$ cat src/rtl/svram_pkg.sv
package svram_pkg;
   // Width of an index field; never below one bit so that degenerate
   // parameter sets still produce legal vectors.
   function automatic int idx_width(input int count);
      return (count > 1) ? $clog2(count) : 1;
   endfunction

   function automatic bit is_pow2(input int v);
      return (v > 0) && ((v & (v - 1)) == 0);
   endfunction
endpackage

$ cat src/rtl/svram_bank_ram.sv
module svram_bank_ram #(
   parameter int DATA_W = 8,
   parameter int ADDR_W = 6
) (
   input  logic              clk,
   input  logic              rst_n,
   input  logic              re,
   input  logic              we,
   input  logic [ADDR_W-1:0] raddr,
   input  logic [ADDR_W-1:0] waddr,
   input  logic [DATA_W-1:0] wdata,
   output logic [DATA_W-1:0] q
);
   localparam int DEPTH = 1 << ADDR_W;

   logic [DATA_W-1:0] mem [DEPTH];
   logic [ADDR_W-1:0] port_addr;

   // single port: one address, picked by whichever side uses the bank
   assign port_addr = re ? raddr : waddr;

   always_ff @(posedge clk) begin
      if (we) mem[port_addr] <= wdata;
   end

   always_ff @(posedge clk) begin
      if (!rst_n)  q <= '0;
      else if (re) q <= mem[port_addr];
   end

   AST_PORT_EXCLUSIVE: assert property (@(posedge clk) disable iff (!rst_n)
      !(re && we));
   AST_Q_HOLDS: assert property (@(posedge clk) disable iff (!rst_n)
      !re |=> $stable(q));
endmodule

$ cat src/rtl/svram_bank_router.sv
module svram_bank_router
   import svram_pkg::*;
#(
   parameter int NUM_BANKS = 2,
   parameter int LINES     = 8
) (
   input  logic                                  clk,
   input  logic                                  rst_n,
   input  logic                                  rd_en,
   input  logic                                  rd_blank,
   input  logic [idx_width(LINES)-1:0]           rd_line,
   input  logic                                  wr_valid,
   input  logic [idx_width(LINES)-1:0]           wr_line,
   output logic [$clog2(NUM_BANKS+1)-1:0]        rd_bank,
   output logic                                  wr_ready,
   output logic [NUM_BANKS-1:0]                  bank_re,
   output logic [NUM_BANKS-1:0]                  bank_we
);
   localparam int LINE_W = idx_width(LINES);
   localparam int BIDX_W = $clog2(NUM_BANKS + 1);
   localparam int LPB    = LINES / NUM_BANKS;
   localparam logic [BIDX_W-1:0] NONE_CODE = '1;

   logic [LINE_W-1:0] rd_idx;
   logic [LINE_W-1:0] wr_idx;
   logic              wr_hit;

   // stripe index: a shift when the stripe height is a power of two,
   // a constant divide otherwise
   generate
      if (is_pow2(LPB)) begin : g_shift
         localparam int SH = $clog2(LPB);
         assign rd_idx = rd_line >> SH;
         assign wr_idx = wr_line >> SH;
      end else begin : g_divide
         assign rd_idx = rd_line / LINE_W'(LPB);
         assign wr_idx = wr_line / LINE_W'(LPB);
      end
   endgenerate

   assign rd_bank  = rd_blank ? NONE_CODE : BIDX_W'(rd_idx);
   assign wr_hit   = !rd_blank && (wr_idx == rd_idx);
   assign wr_ready = !wr_hit;

   generate
      for (genvar b = 0; b < NUM_BANKS; b++) begin : g_bank_sel
         assign bank_re[b] = rd_en && !rd_blank && (rd_idx == LINE_W'(b));
         assign bank_we[b] = wr_valid && wr_ready && (wr_idx == LINE_W'(b));
      end
   endgenerate

   AST_ONE_READ_BANK: assert property (@(posedge clk) disable iff (!rst_n)
      $onehot0(bank_re));
   AST_ONE_WRITE_BANK: assert property (@(posedge clk) disable iff (!rst_n)
      $onehot0(bank_we));
   AST_BLANK_WRITES_FREE: assert property (@(posedge clk) disable iff (!rst_n)
      rd_blank |-> wr_ready);
   AST_STATE_RANGE: assert property (@(posedge clk) disable iff (!rst_n)
      (rd_bank < BIDX_W'(NUM_BANKS)) || (rd_bank == NONE_CODE));
   AST_IDLE_NO_WRITE: assert property (@(posedge clk) disable iff (!rst_n)
      !wr_valid |-> (bank_we == '0));
endmodule

$ cat src/rtl/stripe_vram_arbiter.sv
module stripe_vram_arbiter
   import svram_pkg::*;
#(
   parameter int NUM_BANKS = 2,
   parameter int LINES     = 8,
   parameter int WIDTH     = 8,
   parameter int DATA_W    = 8
) (
   input  logic                                  clk,
   input  logic                                  rst_n,
   input  logic                                  rd_en,
   input  logic                                  rd_blank,
   input  logic [idx_width(LINES)-1:0]           rd_line,
   input  logic [idx_width(WIDTH)-1:0]           rd_col,
   output logic                                  rd_valid,
   output logic [DATA_W-1:0]                     rd_data,
   output logic [$clog2(NUM_BANKS+1)-1:0]        rd_bank,
   input  logic                                  wr_valid,
   output logic                                  wr_ready,
   input  logic [idx_width(LINES)-1:0]           wr_line,
   input  logic [idx_width(WIDTH)-1:0]           wr_col,
   input  logic [DATA_W-1:0]                     wr_data
);
   localparam int LINE_W = idx_width(LINES);
   localparam int COL_W  = idx_width(WIDTH);
   localparam int BIDX_W = $clog2(NUM_BANKS + 1);
   localparam int LPB    = LINES / NUM_BANKS;
   localparam int OFF_W  = idx_width(LPB);
   localparam int ADDR_W = OFF_W + COL_W;

   generate
      if (NUM_BANKS < 2) begin : g_chk_banks
         $error("stripe_vram_arbiter: NUM_BANKS must be at least 2");
      end
      if (LINES % NUM_BANKS != 0) begin : g_chk_stripes
         $error("stripe_vram_arbiter: LINES must be a multiple of NUM_BANKS");
      end
      if (WIDTH < 2 || DATA_W < 1) begin : g_chk_geom
         $error("stripe_vram_arbiter: WIDTH must be at least 2 and DATA_W positive");
      end
   endgenerate

   logic [NUM_BANKS-1:0] bank_re;
   logic [NUM_BANKS-1:0] bank_we;
   logic [DATA_W-1:0]    bank_q [NUM_BANKS];
   logic [LINE_W-1:0]    rd_off_full, wr_off_full;
   logic [ADDR_W-1:0]    rd_addr, wr_addr;
   logic [BIDX_W-1:0]    sel_q;
   logic                 rvld_q;

   svram_bank_router #(
      .NUM_BANKS (NUM_BANKS),
      .LINES     (LINES)
   ) u_router (
      .clk      (clk),
      .rst_n    (rst_n),
      .rd_en    (rd_en),
      .rd_blank (rd_blank),
      .rd_line  (rd_line),
      .wr_valid (wr_valid),
      .wr_line  (wr_line),
      .rd_bank  (rd_bank),
      .wr_ready (wr_ready),
      .bank_re  (bank_re),
      .bank_we  (bank_we)
   );

   // in-stripe line offset placed above the pixel column
   assign rd_off_full = rd_line % LINE_W'(LPB);
   assign wr_off_full = wr_line % LINE_W'(LPB);
   assign rd_addr     = {rd_off_full[OFF_W-1:0], rd_col};
   assign wr_addr     = {wr_off_full[OFF_W-1:0], wr_col};

   generate
      for (genvar b = 0; b < NUM_BANKS; b++) begin : g_bank
         svram_bank_ram #(
            .DATA_W (DATA_W),
            .ADDR_W (ADDR_W)
         ) u_ram (
            .clk   (clk),
            .rst_n (rst_n),
            .re    (bank_re[b]),
            .we    (bank_we[b]),
            .raddr (rd_addr),
            .waddr (wr_addr),
            .wdata (wr_data),
            .q     (bank_q[b])
         );
      end
   endgenerate

   // remember which bank answers; held while no read is issued
   always_ff @(posedge clk) begin
      if (!rst_n) begin
         sel_q  <= '0;
         rvld_q <= 1'b0;
      end else begin
         rvld_q <= |bank_re;
         if (|bank_re) sel_q <= rd_bank;
      end
   end

   assign rd_valid = rvld_q;
   assign rd_data  = bank_q[sel_q];

   AST_READ_LATENCY: assert property (@(posedge clk) disable iff (!rst_n)
      (rd_en && !rd_blank) |=> rd_valid);
   AST_BLANK_READ_DROPPED: assert property (@(posedge clk) disable iff (!rst_n)
      rd_blank |=> !rd_valid);
   AST_HELD_DATA_STABLE: assert property (@(posedge clk) disable iff (!rst_n)
      !(rd_en && !rd_blank) |=> $stable(rd_data));
   AST_OWNED_BANK_BLOCKED: assert property (@(posedge clk) disable iff (!rst_n)
      (wr_valid && !rd_blank && (bank_we != '0)) |-> ((bank_we & bank_re) == '0));
endmodule

$ cat config.mk
export PLATFORM = sky130hd
export DESIGN_NAME = stripe_vram_arbiter
export DESIGN_NICKNAME = d
export VERILOG_FILES = /design/src/rtl/svram_pkg.sv /design/src/rtl/svram_bank_ram.sv /design/src/rtl/svram_bank_router.sv /design/src/rtl/stripe_vram_arbiter.sv
export SDC_FILE = /design/constraint.sdc
export NUM_CORES = 1
export LEC_CHECK = 0
export ABC_AREA = 1
export BUFFER_PORTS_ARGS = -buffer_cell sky130_fd_sc_hd__buf_2
export CAP_MARGIN = 10
export CORE_MARGIN = 2
export CORE_UTILIZATION = 35
export DETAILED_ROUTE_END_ITERATION = 6
export MAX_ROUTING_LAYER = met4
export PLACE_DENSITY = 0.55
export SLEW_MARGIN = 10
export SYNTH_ARGS = -nofsm -noshare
export SYNTH_HDL_FRONTEND = slang
export SYNTH_HIERARCHICAL = 1
export SYNTH_SLANG_ARGS = --single-unit
$ cat constraint.sdc
create_clock -name clk -period 2.83 [get_ports clk]
set_input_delay 0.1415 -clock clk [delete_from_list [all_inputs] [get_ports clk]]
set_output_delay 0.1415 -clock clk [all_outputs]
set_load 0.01 [all_outputs]
Yosys cells after proc, flatten, opt, wreduce, memory -nomap -nowiden
Memories as Yosys holds them, arrays and structs flattened. A register that Yosys moved wholly into a read port is not among the register bits. Cells that the tools add are included. Widths: inputs -> output; s select.

Memory bits (writable): 512. Memory bits (read-only): 0. Register bits after elaboration: 3. Logic and storage cells: 31. Latch bits: 0. Memories kept: 2. Output and inout bits: 12. Input port bits: 25.

Multiply operators: 0. Add/sub/neg operators: 0. $lt $le $gt $ge: 1. Shift-type cells: 0. Reductions and logical operators: 14. Eq/ne operators: 1. Bitwise operators: 1. Mux-type cells: 10. Divide/modulo/power cells: 0.

Memory list: g_bank[0].u_ram.mem (words 32, bits a word 8, read ports 1, clocked after Yosys merged registers in 1, wr ports 1, RTL line svram_bank_ram.sv:16) `logic [DATA_W-1:0] mem [DEPTH];`; g_bank[1].u_ram.mem (words 32, bits a word 8, read ports 1, clocked after Yosys merged registers in 1, wr ports 1, RTL line svram_bank_ram.sv:16).

Operators by type and width (number): $mux 8 (3); $mux 5 (2); $logic_and 1x1->1 (7); $logic_not 3->1 (2); $logic_not 1->1 (4); $mux 1 (4); $ge 3x2->1 const B (1); $not 2->3 (1); $mux 2 (1); $reduce_or 2->1 (1); $eq 1x1->1 (1).

Depth between registers and ports, before layout
Depth in word-level cells: 7. Mapped depth: 18. Mapped depth without buffers: 15.

Hierarchy
The synthesis kept the hierarchy.

Modules (own cells, without submodules): svram_bank_ram (seq. area each 7847.5 µm², area an instance 11423.5 µm², instances 2, cells an instance 1122); stripe_vram_arbiter (seq. area each 40.0 µm², area an instance 183.9 µm², instances 1, cells an instance 35); svram_bank_router (seq. area each 0.0 µm², area an instance 71.3 µm², instances 1, cells an instance 13).

Worst setup path before layout
Ideal clock, no wire load.

Path kind: in2reg. Start point: input port rd_blank. End point: memory g_bank[0].u_ram.mem[20][0] (enable). Data required time: 2460 ps. Data arrival time: 1882 ps. Setup slack: 577 ps. Buffers on the path: 1. Setup time: 370 ps. Stages: 9. Cells stage by stage: or2_4 > nor2_2 > buf_6 > inv_6 > o21ai_4 > inv_4 > nor3_4 > inv_1 > nor2_1.

Elaborated cells between the ends (all ways): 10. Classes of those cells: mux (3); reduce/logical (7).

RTL lines: from (decl) (RTL line stripe_vram_arbiter.sv:12) `input logic rd_blank,`; $logic_not 1->1 (RTL line svram_bank_router.sv:47) `assign bank_re[b] = rd_en && !rd_blank && (rd_idx == LINE_W'(b));`; $logic_and 1x1->1 (2 in series) (RTL line svram_bank_router.sv:47); via bank_re[0] (RTL line stripe_vram_arbiter.sv:43) `logic [NUM_BANKS-1:0] bank_re;`; $mux 5 (RTL line svram_bank_ram.sv:20) `assign port_addr = re ? raddr : waddr;`; to (decl) (RTL line svram_bank_ram.sv:16).

The timed path passes the listed nets, and every way through them passes these cells.

Final worst setup path
Start point: input port rd_blank. End point: register g_bank[0].u_ram.q[5] (read register of g_bank[0].u_ram.mem).

Cells in the longest elaborated chain, start to end: 4.

RTL lines: $logic_not 1->1 * (RTL line svram_bank_router.sv:47); $logic_and 1x1->1 * (2 in series) (RTL line svram_bank_router.sv:47); via bank_re[0] (RTL line stripe_vram_arbiter.sv:43); $mux 5 (RTL line svram_bank_ram.sv:20); to (decl) (RTL line svram_bank_ram.sv:12) `output logic [DATA_W-1:0] q`.

Mark *: on every way through the listed nets, which the timed path passes. The rest lies on a longest branch. A chain may end at the register's enable or synchronous reset.

==> impl_results.md <==
- Run status: completed
- Worst min path class: in2reg
- Count of cell types in the netlist: 27
- Final cycle utilization of the critical path: 0.6950
- Mux share of post-synthesis cell area: 0
- Final Max Tran Viols: 0
- H-tree levels: 2
- Setup Skew: 0.01036 ns
- Worst Path Required: 3.33 ns
- Post-Place Cell Area: 24830 sq um
- Syn_nets: 2317
- WP data arrival: ~2.5 ns
- I/O pin count: 37
- Clk buf depth: 3
- P_int: 13040 uW
- Layout Utilization: 0.4052
- RSZ-0062 raised after global routing: false
- Final hold vios: 0
- Initial antenna violation count: 4
- Max-Cap Viols: 0
- Crit Path Max Fanout: 57
- Post-Synthesis Cells: roughly 2.3k
- GRT Total Usage: 0.1893
- Yosys warning count: 6
- Power per cell area: 643.0 nW/um^2
- CP max stage cell: or2_4
- Critical path startpoint category: primary input
- PortBufs: 36
- Number of global-route vias before repair: 15.74k
- Gates resized, CTS repair: 0
- Largest family of logic cells by synthesized area: simple AND/OR/NAND/NOR gates
- Cells along the critical path: buf_2 -> or2_4 -> nor2_2 -> buf_12 -> inv_6 -> nand2_4 -> nand2_4 -> buf_12 -> nand2_1 -> nand2_1 -> nand2_1 -> nand2_1 -> nand2_1 -> nand2_1 -> nor2_1 -> nand3_1 -> nand2_1 -> inv_1
- WL final: 61.93 mm
- Synth Cell Area: between 20000 and 25000 sq um
- Largest net degree at the start of global routing: 70
- # DRC: 0
- Antenna viol nets, final: 0
- Area delta synth->final: 14.90%
- Layout cells sized above 1: 0.1098
- Routed len/inst: 18.73 um
- Pre-CTS WS: 0.3399 ns
- Tmin final: 1.967 ns
- Post-CTS Repair Setup Buffers: 0
- CTS tree: yes
- Num rows: 94
- Combinational power share: 0.084
- Worst setup margin: ~0.86 ns
- Clock share of power: 0.406
- Slew HR: 0.2926
- Clk sinks: 530
- Finished Cell Area: ~27000 sq um
- GRT Residual Overflow: 0
- Initial Util: 0.3526
- Post-Synth Simple-Gate Area: 0.2763
- Synthesized area per cell: 10.08 sq um
- Overall power: roughly 17000 uW
- Worst Max-Slew Pin Slew: 1.061 ns
- Vias/cell: 4.828
- Max Clock Freq: 0.5084 GHz
- Hpwl dp: between 30 and 40 mm
- Top delay family on crit path: simple AND/OR/NAND/NOR gates
- Net switching power: 4026 uW
- Gpl congestion: 0.9057
- Sequential-to-total area share from yosys stat: 0.6811
- DR iter-0 viols: 1432
- CTS Root Cell: clkbuf_16
- CP Buf/Inv Count: 5
- Num CTS Buffers: 56
- Final setup fails: 0
- 1st-pass router iterations: 6
- Die boundary width: between 200 and 300 um
- Crit path kind: in2reg
- CP dominant cell by count: nand2_1
- Max incr delay on CP: 0.27 ns
- First-pass GRT wire length: 94.63 mm
- Fill cell count: 6342
- Final #Nets: roughly 2.4k
- LEAKAGE: 0.01092 uW
- Seq cells post-synth: 530
- Compound-Gate Fraction of Synth Area: 0.006824
- Die height: around 260 um
- Sw Share: 0.2358
- Core Area: 65510 sq um
- Clock Latency Late Sink: 0.61 ns
- DIE AREA: between 60000 and 70000 sq um
- Reg power frac: 0.509
- Setup_tns: 0 ns
- CP Capture Type: flop
- Maximum VDD drop: 0.0004042 V
- Reg clk slew, reported paths: around 0.06 ns
- Post-synthesis xor/xnor area fraction: 0
- Via count: 15.96k
- Adder-Cell Fraction of Synth Area: 0
==> per-stage QoR <==
step	instances	hold WS, ns
2_1_floorplan	2292	0.2404
5_1_grt	3305	0.06722
4_1_cts	3305	0.04653
6_report	3306	0.06831
3_5_place_dp	3202	0.4649
3_3_place_gp	3202	0.4650
==> placed cells by master, fill, tap and decap left out, drive strengths merged <==
master	netlist	layout
o21ai	15	15
nor2	129	129
nand3	206	206
inv	71	71
dlygate4sd3	0	1
bufinv	0	3
dfxtp	18	18
o211ai	2	2
edfxtp	512	512
clkinv	0	22
or2	1	1
clkbuf	26	77
nor3	17	17
nand2	1214	1214
buf	78	150
diode	0	1
a21oi	3	3
==> final cells by class <==
class,instances,area [sq um],share of cell area
multi-input cells,1587,6566,0.2474
clock inverters,25,181.4,0.006834
repair buffers,151,1171,0.04412
inverters,71,286.5,0.01079
flip-flops and latches,530,15740,0.5928
diodes,1,2.502,0.00009427
well taps,864,1081,0.04072
clock buffers,77,1521,0.05732
==> what timing repair did <==
item / CTS / global route
hold buffers: 1 / 0
setup endpoints to repair: 0 / 0
hold endpoints to repair: 4 / 0
==> cells by family after synthesis <==
group,count (synthesis)
buf+inv,175
compound gates,20
simple gates,1567
flops,530
==> layer usage <==
layer | GRT usage | vias up | part of all wire
met4 | 0.05492 | 0 | 0.026
met1 | 0.2564 | 7659 | 0.46
met5 | - | - | 0
met2 | 0.2980 | 439 | 0.47
met3 | 0.02574 | 101 | 0.052
li1 | - | 7761 | -
==> flip-flops by register name (all words and copies together), names as in the netlist <==
name and flops:
g_bank.u_ram/mem 512, g_bank.u_ram/q 16, rd_valid 1, sel_q 1
==> synth_stat cells <==
cell type  count  area share
nand2_1     1204        0.20
edfxtp_1     512        0.67
nand3_1      206       0.045
nor2_1       127       0.021
inv_1         64       0.010
buf_2         56       0.012
clkbuf_1      26      0.0042
dfxtp_1       18       0.016
nor3_4        14      0.0099
buf_1         10      0.0016
buf_6          9      0.0044
o21ai_2        8      0.0030
nand2_2        6      0.0016
nand2_4        4      0.0019
a21oi_1        3     0.00065
buf_4          3     0.00097
inv_6          3      0.0011
o21ai_0        3     0.00065
inv_2          2     0.00033
inv_4          2     0.00054
nor2_2         2     0.00054
nor3_2         2     0.00087
o211ai_1       2     0.00065
o21ai_1        2     0.00043
o21ai_4        2      0.0014
nor3_1         1     0.00022
or2_4          1     0.00038
==> path summary, 6_finish.rpt <==
path | from | endpoint | slack, ns | cells past startpoint
worst max-delay path | rd_blank | g_bank[0].u_ram/q[5] | 0.86 | 18
worst min-delay path | wr_data[7] | g_bank[0].u_ram/mem[11][7] | 0.07 | 2
worst max register to register | g_bank[0].u_ram/mem[8][5] | g_bank[0].u_ram/q[5] | 1.49 | 10
worst min register to register | g_bank[1].u_ram/q[0] | g_bank[1].u_ram/q[0] | 0.56 | 4
==> power groups by stage <==
stage,sequential (uW),combinational (uW),clock [uW]
2_1_floorplan,8850,868,0
3_3_place_gp,8860,1440,0
3_5_place_dp,8860,1440,0
4_1_cts,8690,1450,7080
5_1_grt,8700,1610,7390
6_report,8690,1440,6940
No activity file was read; power rests on OpenSTA's default activity.
